## src/rtl/dcc_seq_pkg.sv

```systemverilog
package dcc_seq_pkg;

   typedef struct packed {
      logic a_lo;
      logic a_hi;
      logic b_lo;
      logic b_hi;
   } bridge_t;

   localparam bridge_t BRIDGE_OFF = '{a_lo: 1'b0, a_hi: 1'b0, b_lo: 1'b0, b_hi: 1'b0};

   typedef enum logic [1:0] {
      SRC_OFF    = 2'd0,
      SRC_MAIN   = 2'd1,
      SRC_PROG   = 2'd2,
      SRC_CUTOUT = 2'd3
   } drive_src_e;

   // Diagonal pair for a data bit: 1 -> A low + B high, 0 -> A high + B low
   function automatic bridge_t bit_pair(input logic b);
      bridge_t p;
      p.a_lo = b;
      p.b_hi = b;
      p.a_hi = ~b;
      p.b_lo = ~b;
      return p;
   endfunction

   function automatic bridge_t rail_short();
      bridge_t p;
      p = BRIDGE_OFF;
      p.a_lo = 1'b1;
      p.b_lo = 1'b1;
      return p;
   endfunction

endpackage

```

## src/rtl/dcc_slot_selector.sv

```systemverilog
module dcc_slot_selector
   import dcc_seq_pkg::*;
#(
   parameter bit RAILCOM_SUPPORT = 1'b1,
   parameter bit TX_SUPPORT      = 1'b1
) (
   input  logic    svc_mode,
   input  logic    svc_active,
   input  logic    main_bit,
   input  logic    prog_bit,
   input  logic    cutout,
   input  logic    railcom_en,
   input  logic    tx_enable,
   output bridge_t next_bridge,
   output logic    tx_drive,
   output logic    tx_lo_next,
   output logic    tx_hi_next
);

   logic       cutout_gate;
   drive_src_e src;

   generate
      if (RAILCOM_SUPPORT) begin : g_cutout
         assign cutout_gate = railcom_en & cutout;
      end else begin : g_no_cutout
         assign cutout_gate = 1'b0;
      end
   endgenerate

   generate
      if (TX_SUPPORT) begin : g_tx
         assign tx_drive = ~svc_mode & tx_enable;
      end else begin : g_no_tx
         assign tx_drive = 1'b0;
      end
   endgenerate

   assign tx_lo_next = main_bit;
   assign tx_hi_next = ~main_bit;

   always_comb begin
      if (svc_mode) begin
         src = svc_active ? SRC_PROG : SRC_OFF;
      end else if (cutout_gate) begin
         src = SRC_CUTOUT;
      end else begin
         src = SRC_MAIN;
      end
   end

   always_comb begin
      case (src)
         SRC_MAIN:   next_bridge = bit_pair(main_bit);
         SRC_PROG:   next_bridge = bit_pair(prog_bit);
         SRC_CUTOUT: next_bridge = rail_short();
         default:    next_bridge = BRIDGE_OFF;
      endcase
   end

endmodule

```

## src/rtl/dcc_deadtime_stage.sv

```systemverilog
module dcc_deadtime_stage
   import dcc_seq_pkg::*;
#(
   parameter int DEAD_CYCLES = 1
) (
   input  logic    clk,
   input  logic    rst_n,
   input  logic    slot_tick,
   input  logic    overload,
   input  bridge_t next_bridge,
   output bridge_t bridge_q,
   output logic    capture,
   output logic    apply
);

   localparam int CW = $clog2(DEAD_CYCLES + 1);
   localparam logic [CW-1:0] DEAD_LOAD = CW'(DEAD_CYCLES);
   localparam logic [CW-1:0] CNT_ONE   = CW'(1);

   bridge_t         pend_q;
   logic [CW-1:0]   cnt_q;

   assign capture = slot_tick & ~overload;
   assign apply   = ~overload & ~slot_tick & (cnt_q == CNT_ONE);

   always_ff @(posedge clk) begin
      if (!rst_n) begin
         bridge_q <= BRIDGE_OFF;
         pend_q   <= BRIDGE_OFF;
         cnt_q    <= '0;
      end else if (overload) begin
         bridge_q <= BRIDGE_OFF;
         cnt_q    <= '0;
      end else if (slot_tick) begin
         bridge_q <= BRIDGE_OFF;
         pend_q   <= next_bridge;
         cnt_q    <= DEAD_LOAD;
      end else if (cnt_q != '0) begin
         cnt_q <= cnt_q - CNT_ONE;
         if (cnt_q == CNT_ONE) begin
            bridge_q <= pend_q;
         end
      end
   end

endmodule

```

## src/rtl/dcc_tx_line_driver.sv

```systemverilog
module dcc_tx_line_driver (
   input  logic clk,
   input  logic rst_n,
   input  logic capture,
   input  logic apply,
   input  logic tx_drive,
   input  logic tx_lo_next,
   input  logic tx_hi_next,
   output logic tx_lo_q,
   output logic tx_hi_q
);

   logic pend_drive_q;
   logic pend_lo_q;
   logic pend_hi_q;

   always_ff @(posedge clk) begin
      if (!rst_n) begin
         tx_lo_q      <= 1'b1;
         tx_hi_q      <= 1'b0;
         pend_drive_q <= 1'b0;
         pend_lo_q    <= 1'b0;
         pend_hi_q    <= 1'b0;
      end else if (capture) begin
         pend_drive_q <= tx_drive;
         pend_lo_q    <= tx_lo_next;
         pend_hi_q    <= tx_hi_next;
         if (tx_drive) begin
            tx_lo_q <= 1'b0;
            tx_hi_q <= 1'b0;
         end
      end else if (apply && pend_drive_q) begin
         tx_lo_q <= pend_lo_q;
         tx_hi_q <= pend_hi_q;
      end
   end

endmodule

```

## src/rtl/dcc_bridge_sequencer.sv

```systemverilog
module dcc_bridge_sequencer
   import dcc_seq_pkg::*;
#(
   parameter int DEAD_CYCLES     = 1,
   parameter bit RAILCOM_SUPPORT = 1'b1,
   parameter bit TX_SUPPORT      = 1'b1
) (
   input  logic clk,
   input  logic rst_n,
   input  logic slot_tick,
   input  logic main_bit,
   input  logic prog_bit,
   input  logic cutout,
   input  logic overload,
   input  logic svc_mode,
   input  logic tx_enable,
   input  logic railcom_en,
   input  logic svc_active,
   output logic a_lo,
   output logic a_hi,
   output logic b_lo,
   output logic b_hi,
   output logic tx_lo,
   output logic tx_hi
);

   generate
      if (DEAD_CYCLES < 1) begin : g_bad_dead
         $error("DEAD_CYCLES must be at least 1");
      end
   endgenerate

   bridge_t next_bridge;
   bridge_t bridge_q;
   logic    tx_drive;
   logic    tx_lo_next;
   logic    tx_hi_next;
   logic    capture;
   logic    apply;

   dcc_slot_selector #(
      .RAILCOM_SUPPORT (RAILCOM_SUPPORT),
      .TX_SUPPORT      (TX_SUPPORT)
   ) u_sel (
      .svc_mode    (svc_mode),
      .svc_active  (svc_active),
      .main_bit    (main_bit),
      .prog_bit    (prog_bit),
      .cutout      (cutout),
      .railcom_en  (railcom_en),
      .tx_enable   (tx_enable),
      .next_bridge (next_bridge),
      .tx_drive    (tx_drive),
      .tx_lo_next  (tx_lo_next),
      .tx_hi_next  (tx_hi_next)
   );

   dcc_deadtime_stage #(
      .DEAD_CYCLES (DEAD_CYCLES)
   ) u_dead (
      .clk         (clk),
      .rst_n       (rst_n),
      .slot_tick   (slot_tick),
      .overload    (overload),
      .next_bridge (next_bridge),
      .bridge_q    (bridge_q),
      .capture     (capture),
      .apply       (apply)
   );

   dcc_tx_line_driver u_tx (
      .clk        (clk),
      .rst_n      (rst_n),
      .capture    (capture),
      .apply      (apply),
      .tx_drive   (tx_drive),
      .tx_lo_next (tx_lo_next),
      .tx_hi_next (tx_hi_next),
      .tx_lo_q    (tx_lo),
      .tx_hi_q    (tx_hi)
   );

   assign a_lo = bridge_q.a_lo;
   assign a_hi = bridge_q.a_hi;
   assign b_lo = bridge_q.b_lo;
   assign b_hi = bridge_q.b_hi;

endmodule

```

## config.mk

```make
export PLATFORM = sky130hd
export DESIGN_NAME = dcc_bridge_sequencer
export DESIGN_NICKNAME = d
export VERILOG_FILES = /design/src/rtl/dcc_seq_pkg.sv /design/src/rtl/dcc_slot_selector.sv /design/src/rtl/dcc_deadtime_stage.sv /design/src/rtl/dcc_tx_line_driver.sv /design/src/rtl/dcc_bridge_sequencer.sv
export SDC_FILE = /design/constraint.sdc
export NUM_CORES = 1
export LEC_CHECK = 0
export CORE_MARGIN = 3
export CORE_UTILIZATION = 48
export CTS_BUF_LIST = sky130_fd_sc_hd__clkbuf_8
export DETAILED_ROUTE_END_ITERATION = 8
export HOLD_SLACK_MARGIN = 0.1
export PLACE_DENSITY_LB_ADDON = 0.3
export SLEW_MARGIN = 20
export SYNTH_ARGS = -nofsm -noshare
export SYNTH_HDL_FRONTEND = slang
export SYNTH_HIERARCHICAL = 1
export SYNTH_SLANG_ARGS = --single-unit
```

## constraint.sdc

```tcl
create_clock -name clk -period 1.6 [get_ports clk]
set_input_delay 0.32 -clock clk [delete_from_list [all_inputs] [get_ports clk]]
set_output_delay 0.32 -clock clk [all_outputs]
set_load 0.005 [all_outputs]
```

## Yosys cells after proc, flatten, opt, wreduce, memory -nomap -nowiden

Cells that the tools add are included.

- Add/subtract/negate cells: 1
- Equality and inequality tests: 4
- Multiplexer cells: 11
- Bitwise gates (word level): 11
- Reductions and logical operators: 6

Operators by type and width:

| cell | number |
|---|---|
| one-hot mux 4 bit (3 select lines) | 1 |
| 2-to-1 mux 1 bit | 7 |
| 2-to-1 mux 2 bit | 3 |
| NOT 1 bit | 6 |
| bitwise AND 1 bit | 5 |
| equality test 2 bit, second input constant | 2 |
| AND reduction 2 bit | 2 |
| OR reduction 3 bit | 1 |
| equality test 2 x 1 -> 1 bit, second input constant | 1 |
| inequality test 2 x 1 -> 1 bit, second input constant | 1 |
| nonzero test 2 bit | 1 |
| OR reduction 2 bit | 1 |
| logical AND 1 bit | 1 |
| subtractor 1 bit, second input constant | 1 |

- Register bits after elaboration: 14
- Input bits: 11
- Output and inout bits: 6
- Logic and storage cells: 47

## Depth between registers and ports, before layout

- Depth in word-level cells: 6
- Gate-level depth with buffers: 5
- Gate-level depth less buffers: 4

## Cells and area by module

The synthesis kept the hierarchy.

By module, submodules not included:

| module | instances | cells each | area an instance (µm²) | sequential area each (µm²) |
|---|---|---|---|---|
| dcc_deadtime_stage | 1 | 36 | 357.8 | 180.2 |
| dcc_tx_line_driver | 1 | 20 | 195.2 | 100.1 |
| dcc_slot_selector | 1 | 14 | 83.8 | 0.0 |

## Least setup slack after synthesis

OpenSTA, ideal clock, no wires.

- Kind: input to register
- From: input port slot_tick
- To: register u_tx.tx_lo_q
- Library setup time: 0.124 ns
- Arrival time: 1.015 ns
- Required time: 1.476 ns
- Slack: 0.461 ns
- Stages on the path: 5
- Buffers on the path: 1
- Cell sequence: nor2b_1 > buf_2 > and3b_1 > nand2_1 > o211ai_2

- Elaborated cells on any way between the ends: 9
- Classes of those cells: eq/ne: 1; mux: 1; bitwise: 4; reduce/logical: 3

RTL lines:

| item | line | RTL |
|---|---|---|
| start: declaration | dcc_bridge_sequencer.sv:10 | `input logic slot_tick,` |
| bitwise AND 1 bit * | dcc_deadtime_stage.sv:23 | `assign capture = slot_tick & ~overload;` |
| via capture | dcc_bridge_sequencer.sv:38 | `logic capture;` |
| inequality test 2 x 1 -> 1 bit (no source line) / nonzero test 2 bit (equally long branches) | n/a |  |
| AND reduction 2 bit (no source line) | n/a |  |
| end signal: assignment | dcc_tx_line_driver.sv:33 | `tx_lo_q <= pend_lo_q;` |
| end: declaration | dcc_tx_line_driver.sv:9 | `output logic tx_lo_q,` |

The timed path passes the listed nets; every way through them passes the cells marked *.
A chain may end at the register's enable or synchronous reset.

## Final worst setup path

- From: register u_tx.tx_hi_q
- To: output port tx_hi

RTL lines:

| item | line | RTL |
|---|---|---|
| start: declaration | dcc_tx_line_driver.sv:10 | `output logic tx_hi_q` |
| start signal: assignment | dcc_tx_line_driver.sv:34 | `tx_hi_q <= pend_hi_q;` |
| end: declaration | dcc_bridge_sequencer.sv:24 | `output logic tx_hi` |

No word-level cell between the ends.

==> summary.md <==
| Metric | Value |
|---|---|
| First-pass GRT wire length | 2.08 mm |
| Area leader, netlist | dfxtp_1 |
| RSZ-0062 raised after global routing | no |
| Die height | 42.4 um |
| Post-CTS Resized | 0 |
| Internal power | 628 uW |
| Sequential power share | 46.3% |
| Die width | 42.4 um |
| Sequential cell area fraction in the yosys report | 44.0% |
| Crit-path slowest cell | clkdlybuf4s50_1 |
| Total Power | a little under 800 uW |
| Nets | 101 |
| Yosys top cell area share | 44.0% |
| # IOs | 17 |
| Syn-to-layout area delta | 35.8% |
| Vias in the first global route | 517 |
| Worst R2R End | u_tx/tx_hi_q |
| Fraction of layout cells with a size suffix above 1 | 11.2% |
| CP max stage delay | 500 ps |
| CTS tree | built |
| Tmin final | about 1400 ps |
| Setup-failing EPs final | 0 |
| Yosys reg bits | 14 |
| Syn avg cell area | just over 9 sq um |
| Crit path depth | 1 |
| R2R depth | 4 |
| Net Sw Power | ~160 uW |
| CTS Hold Bufs | 0 |
| Via count | 531 |
| CTS sink cnt | 14 |
| RR Startpoint | u_dead/cnt_q |
| Worst EP required | approximately 1300 ps |
| HP Start | u_dead/pend_q[0] |
| Clock skew | 2.84 ps |
| Hold Path Stages | 2 |
| DRT antenna net count | 0 |
| Drt via density | 5.16 |
| Fin crit share | 87.0% |
| Worst-Margin Slew | about 260 ps |
| Yosys cell types | 24 |
| Post-Syn Nets | 81 |
| Fmax | 719 MHz |
| Worst Hold End | u_dead/pend_q[0] |
| LEAKAGE | 0.000339 uW |
| Synthesized area | 637 sq um |
| Num CTS Buffers | 3 |
| Die area | approximately 1800 sq um |
| Post-Syn Instances | 70 |
| H-tree Lvls | 1 |
| CP max FO | 2 |
| CP Capture Type | output pin |
| Worst hold-check path type | reg -> reg |
| Commonest non-fill, non-tap cell in the layout | clkdlybuf4s50_1 |
| ANT cells | 0 |
| Sw Ratio | 20.2% |
| Worst reg-to-reg setup slack | 440 ps |
| DR pass1 iterations | 4 |
| Initial DRC count | 4 |
| FP Rows | 12 |
| Slew margin rel. | roughly 83% |
| Fin Setup TNS | 0 ps |
| Most frequent cells in the layout | clkdlybuf4s50_1 (16), dfxtp_1 (14), nand2_1 (12) |
| MaxCap Viol Count | 0 |
| Initial core utilization | 54.4% |
| Core area | about 1200 sq um |
| Port bufs | 16 |
| Family with the most delay on the worst path | buffers and inverters |
| Worst path arrival time | 1070 ps |
| Critical path buffer and inverter count | 1 |
| Gr usage total | 14.6% |
| Type of origin of the critical path | flop |
| Clk buf depth | 2 |
| Yosys warning count | 6 |
| VDD IR max | 0.000604 V |
| Synth area leaders | dfxtp_1 (44%), mux2i_1 (14%), nand2_1 (7.1%) |
| Setup Crit Path Kind | reg -> out |
| Cell chain of the critical path | clkdlybuf4s50_1 |
| Clk Latency, worst-skew pair | 240 ps |
| Largest net degree at the start of global routing | 16 |
| PwrDens | slightly above 900 nW/um^2 |
| Run status | finished, final reports clean |
| Post-route cell area | 865 sq um |
| Wire per inst | 11.7 um |
| Storage element area | 280 sq um |
| Fin. max-slew vios | 0 |
| Multi-input logic area | ~320 sq um |
| Final HPWL DP | 938 um |
| Part of the power in the clock network | 42.5% |
| Overflow after GRT | 0 |
| Final Hold Fails | 0 |
| Final WL | 1.21 mm |
| GP Congestion | 0.755 |
| Placed cell areas | 810 sq um |
| Root Buffer | clkbuf_8 |
| Clock transition at path regs | ~60 ps |
| Setup Buffers After CTS | 0 |
| Combinational share of power | between 10 and 15% |
| Fillers | 87 |
| Residual DRC count | 0 |
| Antenna violations before repair | 0 |
kinds of logic after synthesis:
kind of cell	Yosys count	synth area share, %
compound gates	10	11.2
simple gates	31	25.1
buf+inv	6	5.50
flops	14	44.0
mux	9	14.1
area by class of cell:
class / instances / share of cell area, %
clock buffer: 4 / 6.37
inverter: 2 / 0.868
multi-input combinational: 50 / 37.2
sequential: 14 / 32.4
tap: 14 / 2.03
timing repair buffer: 19 / 21.1
through the flow:
stage / cells / util [%] / hold slack (ps) / setup WS, ps
floorplan: 70 / - / 385 / 461
global placement: 99 / 69.1 / 449 / 56.7
detailed placement: 99 / 69.1 / 453 / 32.5
CTS: 103 / 73.8 / 464 / 200
global route: 103 / 73.8 / 486 / 155
finish: 103 / 73.8 / 463 / 209
synthesized netlist by cell type:
master and n:
a211o_1 1, a21bo_1 1, a21boi_1 1, a21oi_1 2, a22oi_1 1, and2_2 1, and3b_1 1, buf_2 1
buf_4 1, buf_6 1, clkbuf_1 1, dfxtp_1 14, inv_1 2, mux2i_1 9, nand2_1 12, nand2b_1 2
nand3_1 3, nor2_1 4, nor2b_1 6, nor3b_1 1, o211ai_2 1, o21ai_0 1, o21ai_1 2, or3b_4 1
sequential cells by signal, summed over array words and instances (netlist names):
signal             flops
u_dead/bridge_q        4
u_tx/tx_hi_q           1
u_tx/pend_hi_q         1
u_tx/pend_lo_q         1
u_tx/pend_drive_q      1
u_dead/cnt_q           1
u_tx/tx_lo_q           1
u_dead/pend_q          4
worst max path at each step:
| stage | slack [ps] | to | startpoint |
|---|---|---|---|
| final | 210 | tx_hi | u_tx/tx_hi_q |
| after global placement | 60 | u_tx/tx_lo_q | slot_tick |
| after detailed placement | 30 | u_tx/tx_lo_q | slot_tick |
| after floorplan | 460 | u_tx/tx_lo_q | slot_tick |
| after global routing | 150 | u_tx/pend_hi_q | slot_tick |
| after CTS | 200 | tx_hi | u_tx/tx_hi_q |
routing by layer:
| metal | GRT usage [%] | wire length [um] | part of all wire (%) |
|---|---|---|---|
| met3 | 4.29 | 59 | 4.9 |
| met2 | 25.8 | 627 | 52 |
| met1 | 16.9 | 521 | 43 |
| met4 | 3.73 | 0 | 0 |
| met5 | 0 | 0 | 0 |
power groups by stage:
stage	combinational [uW]	clock (uW)	sequential [uW]
4_1_cts	87.9	346	364
2_1_floorplan	47.6	0	369
5_1_grt	95.7	364	365
3_3_place_gp	85.4	0	372
3_5_place_dp	86.7	0	372
6_report	87.7	335	365
Note: power is estimated with default switching activity, not from simulation.
